`config.mk`:
```
export PLATFORM = sky130hd
export DESIGN_NAME = i2c_regfile_slave
export DESIGN_NICKNAME = d
export VERILOG_FILES = /design/src/rtl/i2c_regfile_slave.sv
export SDC_FILE = /design/constraint.sdc
export NUM_CORES = 1
export LEC_CHECK = 0
export BUFFER_PORTS_ARGS = -buffer_cell sky130_fd_sc_hd__buf_2
export CAP_MARGIN = 20
export CORE_AREA = 2 2 72 74
export CTS_BUF_LIST = sky130_fd_sc_hd__clkbuf_8
export DETAILED_ROUTE_END_ITERATION = 10
export DIE_AREA = 0 0 74 76
export PLACE_DENSITY = 0.81
export SKIP_LAST_GASP = 1
export SLEW_MARGIN = 0
export SYNTH_ARGS = -nofsm -noshare
export SYNTH_HDL_FRONTEND = slang
export SYNTH_SLANG_ARGS = --single-unit
```
`constraint.sdc`:
```
create_clock -name clk -period 2.4 [get_ports clk]
set_clock_uncertainty 0.15 [all_clocks]
set_input_delay 0.24 -clock clk [delete_from_list [all_inputs] [get_ports clk]]
set_output_delay 0.24 -clock clk [all_outputs]
set_load 0.01 [all_outputs]
```
`src/rtl/i2c_regfile_slave.sv`:
```
module i2c_regfile_slave #(
  parameter logic [3:0] DEV_ID = 4'b1010,
  parameter int         SYNC   = 2
) (
  input  logic       clk,
  input  logic       rst_n,
  input  logic       scl_i,
  input  logic       sda_i,
  output logic       sda_o,
  output logic       sda_oe,
  input  logic [2:0] strap_addr,
  output logic [7:0] mem_addr,
  output logic [7:0] mem_wdata,
  output logic       mem_we,
  input  logic [7:0] mem_rdata
);

  typedef enum logic [2:0] {S_IDLE, S_DEV, S_WADR, S_WDAT, S_READ, S_SKIP} st_t;

  st_t        st;
  logic [SYNC:0] scl_p, sda_p;
  logic [3:0] bitcnt;
  logic [7:0] sh;
  logic [6:0] tx;
  logic       rw;
  logic [7:0] addr;

  logic scl_s, scl_d, sda_s, sda_d;
  logic start_det, stop_det, scl_rise, scl_fall, rx_st, dev_hit;

  assign scl_s     = scl_p[SYNC-1];
  assign scl_d     = scl_p[SYNC];
  assign sda_s     = sda_p[SYNC-1];
  assign sda_d     = sda_p[SYNC];
  assign start_det = scl_s & scl_d & sda_d & ~sda_s;
  assign stop_det  = scl_s & scl_d & ~sda_d & sda_s;
  assign scl_rise  = scl_s & ~scl_d;
  assign scl_fall  = ~scl_s & scl_d;
  assign rx_st     = (st == S_DEV) || (st == S_WADR) || (st == S_WDAT);
  assign dev_hit   = (sh[7:1] == {DEV_ID, strap_addr});
  assign sda_o     = 1'b0;
  assign mem_addr  = addr;

  always_ff @(posedge clk or negedge rst_n) begin
    if (!rst_n) begin
      scl_p     <= '1;
      sda_p     <= '1;
      st        <= S_IDLE;
      bitcnt    <= '0;
      sh        <= '0;
      tx        <= '0;
      rw        <= 1'b0;
      addr      <= '0;
      sda_oe    <= 1'b0;
      mem_we    <= 1'b0;
      mem_wdata <= '0;
    end else begin
      scl_p  <= {scl_p[SYNC-1:0], scl_i};
      sda_p  <= {sda_p[SYNC-1:0], sda_i};
      mem_we <= 1'b0;
      if (mem_we) addr <= addr + 8'd1;

      if (start_det) begin
        st     <= S_DEV;
        bitcnt <= '0;
        sda_oe <= 1'b0;
      end else if (stop_det) begin
        st     <= S_IDLE;
        bitcnt <= '0;
        sda_oe <= 1'b0;
      end else if (rx_st) begin
        if (scl_rise) begin
          if (bitcnt < 4'd8) begin
            sh     <= {sh[6:0], sda_s};
            bitcnt <= bitcnt + 4'd1;
          end else if (bitcnt == 4'd8) begin
            bitcnt <= 4'd9;
          end
        end else if (scl_fall && bitcnt == 4'd8) begin
          case (st)
            S_DEV: begin
              if (dev_hit) begin
                sda_oe <= 1'b1;
                rw     <= sh[0];
              end else begin
                st     <= S_SKIP;
                bitcnt <= '0;
              end
            end
            S_WADR: begin
              sda_oe <= 1'b1;
              addr   <= sh;
            end
            default: begin
              sda_oe    <= 1'b1;
              mem_we    <= 1'b1;
              mem_wdata <= sh;
            end
          endcase
        end else if (scl_fall && bitcnt == 4'd9) begin
          bitcnt <= '0;
          if (st == S_DEV && rw) begin
            st     <= S_READ;
            tx     <= mem_rdata[6:0];
            sda_oe <= ~mem_rdata[7];
          end else begin
            sda_oe <= 1'b0;
            st     <= (st == S_DEV) ? S_WADR : S_WDAT;
          end
        end
      end else if (st == S_READ) begin
        if (scl_rise) begin
          if (bitcnt < 4'd8) begin
            bitcnt <= bitcnt + 4'd1;
          end else if (bitcnt == 4'd8) begin
            if (!sda_s) begin
              addr   <= addr + 8'd1;
              bitcnt <= 4'd9;
            end else begin
              st     <= S_SKIP;
              bitcnt <= '0;
            end
          end
        end else if (scl_fall) begin
          if (bitcnt == 4'd8) begin
            sda_oe <= 1'b0;
          end else if (bitcnt == 4'd9) begin
            bitcnt <= '0;
            tx     <= mem_rdata[6:0];
            sda_oe <= ~mem_rdata[7];
          end else if (bitcnt != 4'd0) begin
            tx     <= {tx[5:0], 1'b0};
            sda_oe <= ~tx[6];
          end
        end
      end
    end
  end

  AST_OE_SCL_LOW: assert property (@(posedge clk) disable iff (!rst_n)
    (sda_oe != $past(sda_oe)) |-> (!$past(scl_s) || $past(start_det) || $past(stop_det)));

  AST_WE_ONE_STEP: assert property (@(posedge clk) disable iff (!rst_n)
    mem_we |=> (!mem_we && mem_addr == $past(mem_addr) + 8'd1));

  AST_READ_INC: assert property (@(posedge clk) disable iff (!rst_n)
    (st == S_READ && $past(st) == S_READ && mem_addr != $past(mem_addr))
      |-> (mem_addr == $past(mem_addr) + 8'd1));

  AST_STOP_RELEASE: assert property (@(posedge clk) disable iff (!rst_n)
    stop_det |=> !sda_oe);

  AST_SKIP_QUIET: assert property (@(posedge clk) disable iff (!rst_n)
    (st == S_SKIP) |-> !sda_oe);

endmodule

```
==> impl_metrics.py, run 1 <==
metrics = {
    "sta": {
        "fin_crit_sh_pct": 97.4,
        "max_clock_freq_mhz": 428,
        "period_needed_ns": 2.34,
        "tns_ns": 0,
        "timing.hold.ws_ns": 0.0158,
        "rsz0062_at_grt": "true",
        "fin_ws_ns": 0.0626,
        "finalHoldViolations": 0,
        "worst_pin_slew_ns": 0.579,
        "slew_headroom_pct": 61.4,
        "finalSetupViolCount": 0,
        "final_max_slew_viol_count": 0,
    },
    "placed_design": {
        "portBuffers": 32,
        "dp_cells": 370,
        "hpwlAfterDp_mm": 4.47,
        "globalplace.congestion": 0.905,
        "place_worst_setup_slack_ns": 0.0679,
    },
    "synthesis": {
        "synth_area_leaders": "dfrtp_1 36%, mux2_2 7.9%, dfstp_2 5.5%",
        "synthFlopType": "dfrtp_1",
        "ys_seq_elements": 47,
        "post-synth-top-count-cell": "dfrtp_1",
        "synth_top_area_cell": "dfrtp_1",
        "ys_async_sr_fraction_pct": 100,
        "synth_cell_types": 68,
        "synth_cells": 265,
        "ys_seq_area_share_pct": 41.6,
        "syn_area_per_cell_um2": 10.7,
        "yosys_warnings": 0,
        "synth.cells.most_frequent": "41 x dfrtp_1, 22 x nand2_1, 20 x mux2_2, 15 x o21ai_0",
        "syn_area_um2": 2850,
        "syn_nets": 287,
        "synth_edf_count": 0,
        "netlist.area_leader.share_pct": 36.0,
    },
    "routing": {
        "via_per_inst": 6.09,
        "vias": 2326,
        "dr.pass1.iters": 4,
        "drt_iter0_drc": 189,
        "wirelength_mm": 6.20,
        "ant_nets": 0,
        "drc": 0,
        "routedWlPerCell_um": 16.2,
    },
    "finish": {
        "layout.cells.non_filler": 382,
        "nets": 333,
        "ff_latch_area_um2": 1180,
        "multi_input_area_um2": 1570,
        "area_growth_pct": 16.2,
        "n_antenna_cell": 0,
        "nFillCells": 381,
        "drive_above_1_share_pct": 33.3,
    },
    "floorplanning": {
        "start_util_pct": 58.0,
        "io_pins": 34,
        "die_x_um": 74,
        "core_um2": 4910,
        "die_h_um": 76,
        "row_count": 26,
        "dieArea_um2": 5620,
    },
    "clock_tree": {
        "tritoncts": "built",
        "path_clk_slew_ns": 0.10,
        "cts.sinks": 47,
        "cts-root-buf": "clkbuf_8",
        "htreeDepth": 2,
        "ctsLongestPathBuffers": 2,
        "numCtsBuffers": 5,
        "clk_latency_ns": 0.31,
    },
    "global_route": {
        "grt_overflow": 0,
        "grt_pass1_vias": 2103,
        "grt_max_degree": 48,
        "grt_antenna_before_repair": 0,
        "grt.total_usage_pct": 23.4,
        "grt_pass1_wl_mm": 10.3,
    },
    "setup_path": {
        "critical_path.max_fanout": 9,
        "crit_buf_inv": 1,
        "crit_path_start_kind": "register",
        "critPathSlowestCell": "dfstp_2",
        "cp-end-kind": "register",
        "slowest_delay_ns": 0.55,
        "crit_type": "reg2reg",
        "crit_arrival_ns": 2.39,
        "critPathTopFamily": "simple AND/OR/NAND/NOR gates",
        "critical_path.cell_chain": "ha_1, and4b_1, nand4b_1, nor3_4, buf_12, mux2_2",
        "required_ns": 2.46,
    },
    "run": {
        "max_cap_violations": 0,
    },
    "status": {
        "status": "completed",
    },
    "power": {
        "power_leakage_nw": 1.45,
        "power_w": 0.00286,
        "peakVddDrop_v": 0.000616,
        "p_per_area_nw_per_um2": 865,
    },
    "worst_hold_path": {
        "hold_class": "in2reg",
    },
}
==> cell usage in the layout, fill, tap and decap left out, types with 2 or more instances in the layout <==
cell / netlist / routed
dfrtp_1: 41 / 41
buf_2: 7 / 32
nand2_1: 22 / 22
mux2_2: 20 / 20
buf_4: 2 / 17
o21ai_0: 15 / 15
nor2_1: 10 / 10
xor2_1: 10 / 10
inv_1: 9 / 9
o211ai_1: 8 / 8
mux2i_1: 8 / 8
a21oi_1: 8 / 7
nand4_1: 6 / 6
ha_1: 7 / 6
dfstp_2: 6 / 6
xnor2_1: 5 / 5
nand3_1: 6 / 5
clkbuf_8: 0 / 5
nand3b_1: 3 / 3
nor3_1: 3 / 3
or3_1: 3 / 3
nor2b_1: 3 / 3
a211oi_1: 3 / 3
a32o_1: 3 / 3
dlygate4sd3_1: 0 / 3
o21bai_1: 2 / 2
and4b_1: 2 / 2
o32ai_1: 2 / 2
a2bb2oi_1: 2 / 2
a221oi_2: 1 / 2
a2111oi_0: 3 / 2
a221o_1: 2 / 2
nand4b_1: 2 / 2
a21o_1: 2 / 2
==> worst paths after layout <==
path | end | slack [ns] | start | cells after the start
max | mem_wdata[3] | 0.06 | scl_p[2] | 6
min | tx[0] | 0.02 | mem_rdata[0] | 3
max reg2reg | mem_wdata[3] | 0.06 | scl_p[2] | 6
min reg2reg | scl_p[1] | 0.21 | scl_p[0] | 0
max in group asynchronous | tx[5] | 1.32 | rst_n | 3
min in group asynchronous | mem_wdata[4] | 0.37 | rst_n | 3
==> power by group <==
part	internal (W)	leakage, nW	switching [W]
registers	0.000968	0.588	0.000265
logic	0.000536	0.813	0.000568
clock network	0.000216	0.0467	0.000309
==> kinds of logic (layout without fill, tap and decap cells) <==
kind of cell	after synthesis	in the layout	synth area share (%)
AOI/OAI and AO/OA	67	67	18.2
and+or+nand+nor	76	76	17.0
xor gates and xnor gates	16	16	5.18
buffers and inverters	23	70	4.17
adders and majority gates	7	7	3.08
other	1	1	0.132
DFF	47	47	41.6
muxes	28	28	10.7
==> stage by stage <==
step                area (um^2)  utilization, %
finish                     3310            67.4
CTS                        3280            66.7
global route               3310            67.4
detailed placement         3150            64.1
floorplan                  2850               -
global placement           3150            64.1
==> what timing repair did <==
action	4_1_cts	5_1_grt
setup buffers	0	1
hold buffers	3	0
endpoints found under the hold margin	43	0
endpoints found under the setup margin	0	15
gates resized for setup	0	6
==> worst register-to-register path: cells and delay by family, from the launching register on <==
family / cells / cell delay [ns]
adder cells (fa/ha/maj): 1 / 0.29
buffers and inverters: 1 / 0.16
flip-flops: 1 / 0.55
multiplexers: 1 / 0.34
AND/OR/NAND/NOR: 3 / 0.76
==> registers in the layout (all words and copies together), names as in the netlist <==
name / flops
sda_p: 3
bitcnt: 4
mem_we: 1
mem_addr: 8
sda_oe: 1
st: 3
rw: 1
sh: 8
mem_wdata: 8
scl_p: 3
tx: 7
==> metal layers <==
layer,global-route usage (%),share of wire (%),up-vias
met4,6.91,1.7,0
met5,0,0,-
met3,4.50,6.3,9
li1,-,-,1088
met2,35.3,48,100
met1,34.2,44,1129
==> area by class of cell <==
class                   count  area share (%)
multi-input cells         195            47.4
flip-flops and latches     47            35.8
repair buffers             53            10.2
well taps                  70            2.65
clock buffers               5            2.08
inverters                   9            1.02
clock inverters             3           0.832
Power figures use the tool's default switching activity.
==> run 2: changes to the inputs <==
REMOVE_ABC_BUFFERS = 1   (was default)
==> run 2 against run 1 <==
Net effect:
- critical path depth up 1
- wire length increased by 4.6%
- sequential cell count unchanged
- final cell count shrank 0.26%
- maximum frequency is 1.3% higher
- via count down 0.13%
- sequential power barely moved
- die area did not move
- clock power down 5.3%
- combinational power about the same
- critical endpoint is now mem_addr[6]
- largest cell class unchanged
- largest power group unchanged
- highest routed layer unchanged
==> impl_metrics.py, run 2 (synthesis gave the netlist of run 1 again) <==
metrics = {
    "setup_path": {
        "cp-end-kind": "register",
        "crit_type": "reg2reg",
        "required_ns": 2.44,
        "crit_path_start_kind": "register",
        "crit_arrival_ns": 2.34,
        "critical_path.max_fanout": 6,
        "reg2reg_slack_ns": 0.09,
    },
    "clock_tree": {
        "cts.sinks": 47,
        "htreeDepth": 2,
        "clk_latency_ns": 0.30,
        "cts-root-buf": "clkbuf_8",
        "path_clk_slew_ns": 0.09,
        "tritoncts": "built",
        "numCtsBuffers": 5,
        "ctsLongestPathBuffers": 2,
    },
    "routing": {
        "wirelength_mm": 6.48,
        "via_per_inst": 6.10,
        "ant_nets": 0,
        "routedWlPerCell_um": 17.0,
        "drc": 0,
        "dr.pass1.iters": 4,
        "vias": 2323,
        "drt_iter0_drc": 225,
    },
    "power": {
        "clockPowerShare_pct": 17.5,
        "p_switching_w": 0.00112,
        "peakVddDrop_v": 0.000619,
        "p_per_area_nw_per_um2": 858,
        "power_leakage_nw": 1.44,
        "internal-power_w": 0.00171,
        "seq_power_share_pct": 43.5,
        "switching_share_pct": 39.7,
        "power_frac_comb_pct": 39.0,
    },
    "run": {
        "max_cap_violations": 0,
    },
    "floorplanning": {
        "row_count": 26,
        "start_util_pct": 58.0,
        "core_um2": 4910,
        "dieArea_um2": 5620,
        "io_pins": 34,
        "die_x_um": 74,
        "die_h_um": 76,
    },
    "finish": {
        "drive_above_1_share_pct": 33.4,
        "n_antenna_cell": 0,
        "area_growth_pct": 15.9,
        "layout_common_cells": "41 x dfrtp_1, 32 x buf_2, 22 x nand2_1",
        "nets": 332,
        "layout_commonest_cell": "dfrtp_1",
        "final_util_pct": 67.2,
    },
    "worst_hold_path": {
        "hold_class": "in2reg",
    },
    "status": {
        "status": "completed",
    },
    "global_route": {
        "grt_max_degree": 31,
        "grt.total_usage_pct": 24.8,
        "grt_pass1_vias": 2242,
        "grt_antenna_before_repair": 0,
        "grt_pass1_wl_mm": 10.9,
        "grt_overflow": 0,
    },
    "sta": {
        "worst_pin_slew_ns": 0.615,
        "final_max_slew_viol_count": 0,
        "fin_crit_sh_pct": 96.1,
        "finalSetupViolCount": 0,
        "finalHoldViolations": 0,
        "fin_ws_ns": 0.0932,
        "tns_ns": 0,
        "period_needed_ns": 2.31,
        "slew_headroom_pct": 58.9,
        "max_clock_freq_mhz": 434,
    },
    "placed_design": {
        "portBuffers": 32,
        "place_worst_setup_slack_ns": 0.0994,
        "hpwlAfterDp_mm": 4.65,
        "globalplace.congestion": 0.820,
    },
}
[run 2: cell types whose count changed in the layout (fill, tap and decap cells not counted), sizes merged]
cell / before / now
clkinv: 0 / 1
buf: 50 / 49
clkinvlp: 1 / 0
[run 2: power groups by stage]
stage / registers, W / clock network, W / logic (W)
after floorplan: 0.00117 / 0 / 0.000778
after global placement: 0.00122 / 0 / 0.00104
after detailed placement: 0.00124 / 0 / 0.00107
after CTS: 0.00122 / 0.000511 / 0.00108
after global routing: 0.00126 / 0.000542 / 0.00122
final: 0.00123 / 0.000497 / 0.00110
[run 2: critical path, stage by stage (launching register included)]
cell and delay [ns]:
dfstp_2 0.57, inv_1 0.05, ha_1 0.26, and4b_1 0.29, o211ai_1 0.20, buf_4 0.21
a41oi_1 0.10, or3_1 0.36
[run 2: what timing repair did]
action                                 4_1_cts  5_1_grt
setup buffers                                0        2
endpoints found under the hold margin       15        0
gates resized for setup                      0        8
hold buffers                                 3        0
setup endpoints to repair                    0        7
[run 2: metal layers]
metal	vias to the layer above	share of wire [%]	track usage, %
met1	1157	43	34.8
met3	10	4.7	4.37
li1	1088	-	-
met2	68	50	38.9
met4	0	1.7	7.64
met5	-	0	0
[run 2: final cells by class]
| cell class | count | area (um^2) |
|---|---|---|
| Clock inverter | 3 | 22.5 |
| Clock buffer | 5 | 68.8 |
| Multi-Input combinational cell | 195 | 1570 |
| Tap cell | 70 | 87.6 |
| Timing Repair Buffer | 52 | 330 |
| Fill cell | 383 | 1610 |
| Sequential cell | 47 | 1180 |
| Inverter | 9 | 33.8 |
[run 2: worst paths after layout]
check	from	endpoint	cells after the start
worst max-delay path	scl_p[1]	mem_addr[6]	7
worst min-delay path	mem_rdata[0]	tx[0]	3
max in group asynchronous	rst_n	sda_p[0]	3
worst max register to register	scl_p[1]	mem_addr[6]	7
min in group asynchronous	rst_n	tx[6]	2
worst min register to register	sda_p[0]	sda_p[1]	0
[run 2: through the flow]
| step | hold slack (ns) | cell area (um^2) | instances | power [W] |
|---|---|---|---|---|
| final | 0.0246 | 3300 | 381 | 0.00283 |
| after detailed placement | 0.0573 | 3140 | 368 | 0.00230 |
| after floorplan | -0.206 | 2760 | 251 | 0.00195 |
| after global placement | 0.0452 | 3140 | 368 | 0.00227 |
| after global routing | 0.0691 | 3300 | 381 | 0.00303 |
| after CTS | 0.0181 | 3260 | 379 | 0.00281 |
==> run 3: changes to the inputs <==
ABC_AREA = 1   (was default)
CORE_AREA = 2 2 106 108   (was 2 2 72 74)
DIE_AREA = 0 0 108 110   (was 0 0 74 76)
PLACE_DENSITY = default   (was 0.81)
clock period = 2.8 ns   (was 2.4 ns; I/O delays follow)
==> run 3 against run 2 <==
Net effect:
- maximum frequency is 1.7% higher
- critical endpoint is now tx[0]
- worst setup slack gained 0.44 ns
- power decreased by 0.14%
- combinational power is 22% higher
- critical path depth increased by 1
- wire length grew 18%
- die area up 110%
- area after synthesis rose by 9.8%
- utilization down 34 points
==> impl_metrics.py, run 3 <==
metrics = {
    "status": {
        "status": "completed",
    },
    "setup_path": {
        "crit_arrival_ns": 2.31,
        "cp-end-kind": "register",
        "required_ns": 2.84,
        "crit_cells": 8,
        "slowest_delay_ns": 0.55,
        "ff2ff_path_depth": 8,
        "crit_type": "reg2reg",
        "critPathSlowestCell": "dfstp_2",
        "critPathTopFamily": "simple AND/OR/NAND/NOR gates",
        "critical_path.cell_chain": "inv_1, ha_1, nand3_1, inv_1, nor3_2, nand3_2, nand2_1, o21ai_2",
        "cpMostUsedCell": "inv_1",
        "timing.rr.start": "scl_p[2]",
        "crit_buf_inv": 2,
        "crit_path_start_kind": "register",
        "rr_endpoint": "tx[0]",
        "reg2reg_slack_ns": 0.53,
        "critical_path.max_fanout": 14,
    },
    "floorplanning": {
        "die_h_um": 110,
        "die_x_um": 108,
        "dieArea_um2": 11900,
        "core_um2": 10700,
        "start_util_pct": 29.2,
        "io_pins": 34,
        "row_count": 38,
    },
    "global_route": {
        "grt_max_degree": 33,
        "grt_overflow": 0,
        "grt_antenna_before_repair": 0,
        "grt.total_usage_pct": 14.1,
        "grt_pass1_wl_mm": 13.4,
        "grt_pass1_vias": 2825,
    },
    "synthesis": {
        "synth_area_leaders": "dfrtp_1 33%, nand2_1 17%, nand3_1 5.9%",
        "syn_area_per_cell_um2": 7.02,
        "yosys_warnings": 0,
        "synth_cell_types": 36,
        "synth_top_area_cell": "dfrtp_1",
        "ys_async_sr_fraction_pct": 100,
        "synth_cells": 445,
        "synth_edf_count": 0,
        "post-synth-top-count-cell": "nand2_1",
        "synth.cells.most_frequent": "142 x nand2_1, 46 x inv_1, 41 x dfrtp_1, 40 x nor2_1, 37 x nand3_1",
        "syn_area_um2": 3130,
        "synthFlopType": "dfrtp_1",
        "ys_seq_area_share_pct": 37.9,
        "ys_seq_elements": 47,
        "netlist.area_leader.share_pct": 32.8,
    },
    "sta": {
        "finalSetupViolCount": 0,
        "fin_crit_sh_pct": 81.0,
        "period_needed_ns": 2.27,
        "rsz0062_at_grt": "false",
        "slew_headroom_pct": 48.3,
        "max_clock_freq_mhz": 441,
        "worst_pin_slew_ns": 0.776,
        "tns_ns": 0,
        "finalHoldViolations": 0,
        "final_max_slew_viol_count": 0,
    },
    "clock_tree": {
        "post_cts_buffers": 0,
        "numCtsBuffers": 5,
        "path_clk_slew_ns": 0.09,
        "clk_latency_ns": 0.31,
        "cts.sinks": 47,
        "ctsLongestPathBuffers": 2,
        "htreeDepth": 2,
        "tritoncts": "built",
        "cts-root-buf": "clkbuf_8",
    },
    "finish": {
        "area_growth_pct": 13.6,
        "nets": 502,
        "n_antenna_cell": 0,
        "layout_common_cells": "142 x nand2_1, 46 x inv_1, 41 x dfrtp_1",
        "layout_commonest_cell": "nand2_1",
        "drive_above_1_share_pct": 18.5,
    },
    "worst_hold_path": {
        "hold_class": "in2reg",
        "hold_end": "tx[0]",
        "hold_start": "mem_rdata[0]",
        "hold_depth": 3,
    },
    "placed_design": {
        "hpwlAfterDp_mm": 5.83,
        "globalplace.congestion": 0.893,
        "portBuffers": 32,
    },
    "routing": {
        "vias": 2930,
        "wirelength_mm": 7.68,
        "drt_iter0_drc": 149,
        "drc": 0,
        "dr.pass1.iters": 4,
        "via_per_inst": 4.72,
        "ant_nets": 0,
        "routedWlPerCell_um": 12.4,
    },
    "power": {
        "peakVddDrop_v": 0.000357,
        "power_w": 0.00283,
        "p_per_area_nw_per_um2": 796,
        "power_leakage_nw": 1.82,
    },
    "run": {
        "max_cap_violations": 0,
    },
}
[run 3: layout make-up]
class | instances | area [um^2]
timing repair buffer | 40 | 228
tap | 140 | 175
inverter | 57 | 214
fill | 1173 | 7150
multi-input combinational | 329 | 1650
sequential | 47 | 1180
clock inverter | 1 | 7.51
clock buffer | 7 | 96.3
[run 3: where the power goes]
group          internal, W  leakage (nW)  total [W]  switching (W)
sequential        0.000845         0.597    0.00101       0.000167
clock             0.000225        0.0505   0.000470       0.000245
combinational     0.000473          1.18    0.00134       0.000872
total              0.00154          1.82    0.00283        0.00128
[run 3: cell families (layout without fill, tap and decap cells)]
| kind of cell | count (synthesis) | in the layout | synth area share [%] |
|---|---|---|---|
| compound gates | 61 | 61 | 11.1 |
| mux | 6 | 6 | 1.92 |
| other cells | 1 | 1 | 0.120 |
| simple gates | 253 | 253 | 36.4 |
| buf+inv | 69 | 105 | 9.49 |
| xor+xnor | 1 | 1 | 0.280 |
| fa+ha+maj | 7 | 7 | 2.80 |
| flops | 47 | 47 | 37.9 |
[run 3: repair_timing]
action,in CTS,in global routing
hold endpoints to repair,32,0
resized for setup,0,0
hold buffers,3,0
[run 3: worst max-delay path by stage]
| stage | startpoint | endpoint | slack [ns] |
|---|---|---|---|
| 6_report | scl_p[2] | tx[0] | 0.53 |
| 5_1_grt | bitcnt[0] | mem_addr[7] | 0.33 |
| 4_1_cts | scl_p[2] | tx[0] | 0.52 |
| 3_5_place_dp | scl_p[2] | tx[0] | 0.54 |
| 3_3_place_gp | scl_p[2] | tx[2] | 0.59 |
| 2_1_floorplan | st[1] | tx[0] | 0.66 |
[run 3: routing by layer]
| layer | wire (um) | share of wire [%] | GRT usage (%) |
|---|---|---|---|
| met1 | 3620 | 47 | 17.6 |
| met2 | 3450 | 45 | 23.3 |
| met3 | 382 | 5.0 | 2.94 |
| met4 | 232 | 3.0 | 6.78 |
| met5 | 0 | 0 | 0 |
[run 3: tightest hold or removal path, delay by kind of cell]
family,cells,cell delay (ns)
and+or+nand+nor,1,0.07
buffers and inverters,1,0.10
AOI/OAI and AO/OA,1,0.06
[run 3: through the flow]
stage	instance area (um^2)	util [%]	instances	worst slack [ns]	hold WS, ns
finish	3550	33.2	621	0.532	0.0921
global route	3550	33.2	621	0.332	0.117
CTS	3550	33.2	621	0.523	0.0900
detailed placement	3420	31.9	610	0.540	0.198
global placement	3420	31.9	610	0.589	0.197
floorplan	3040	-	433	0.659	-0.166
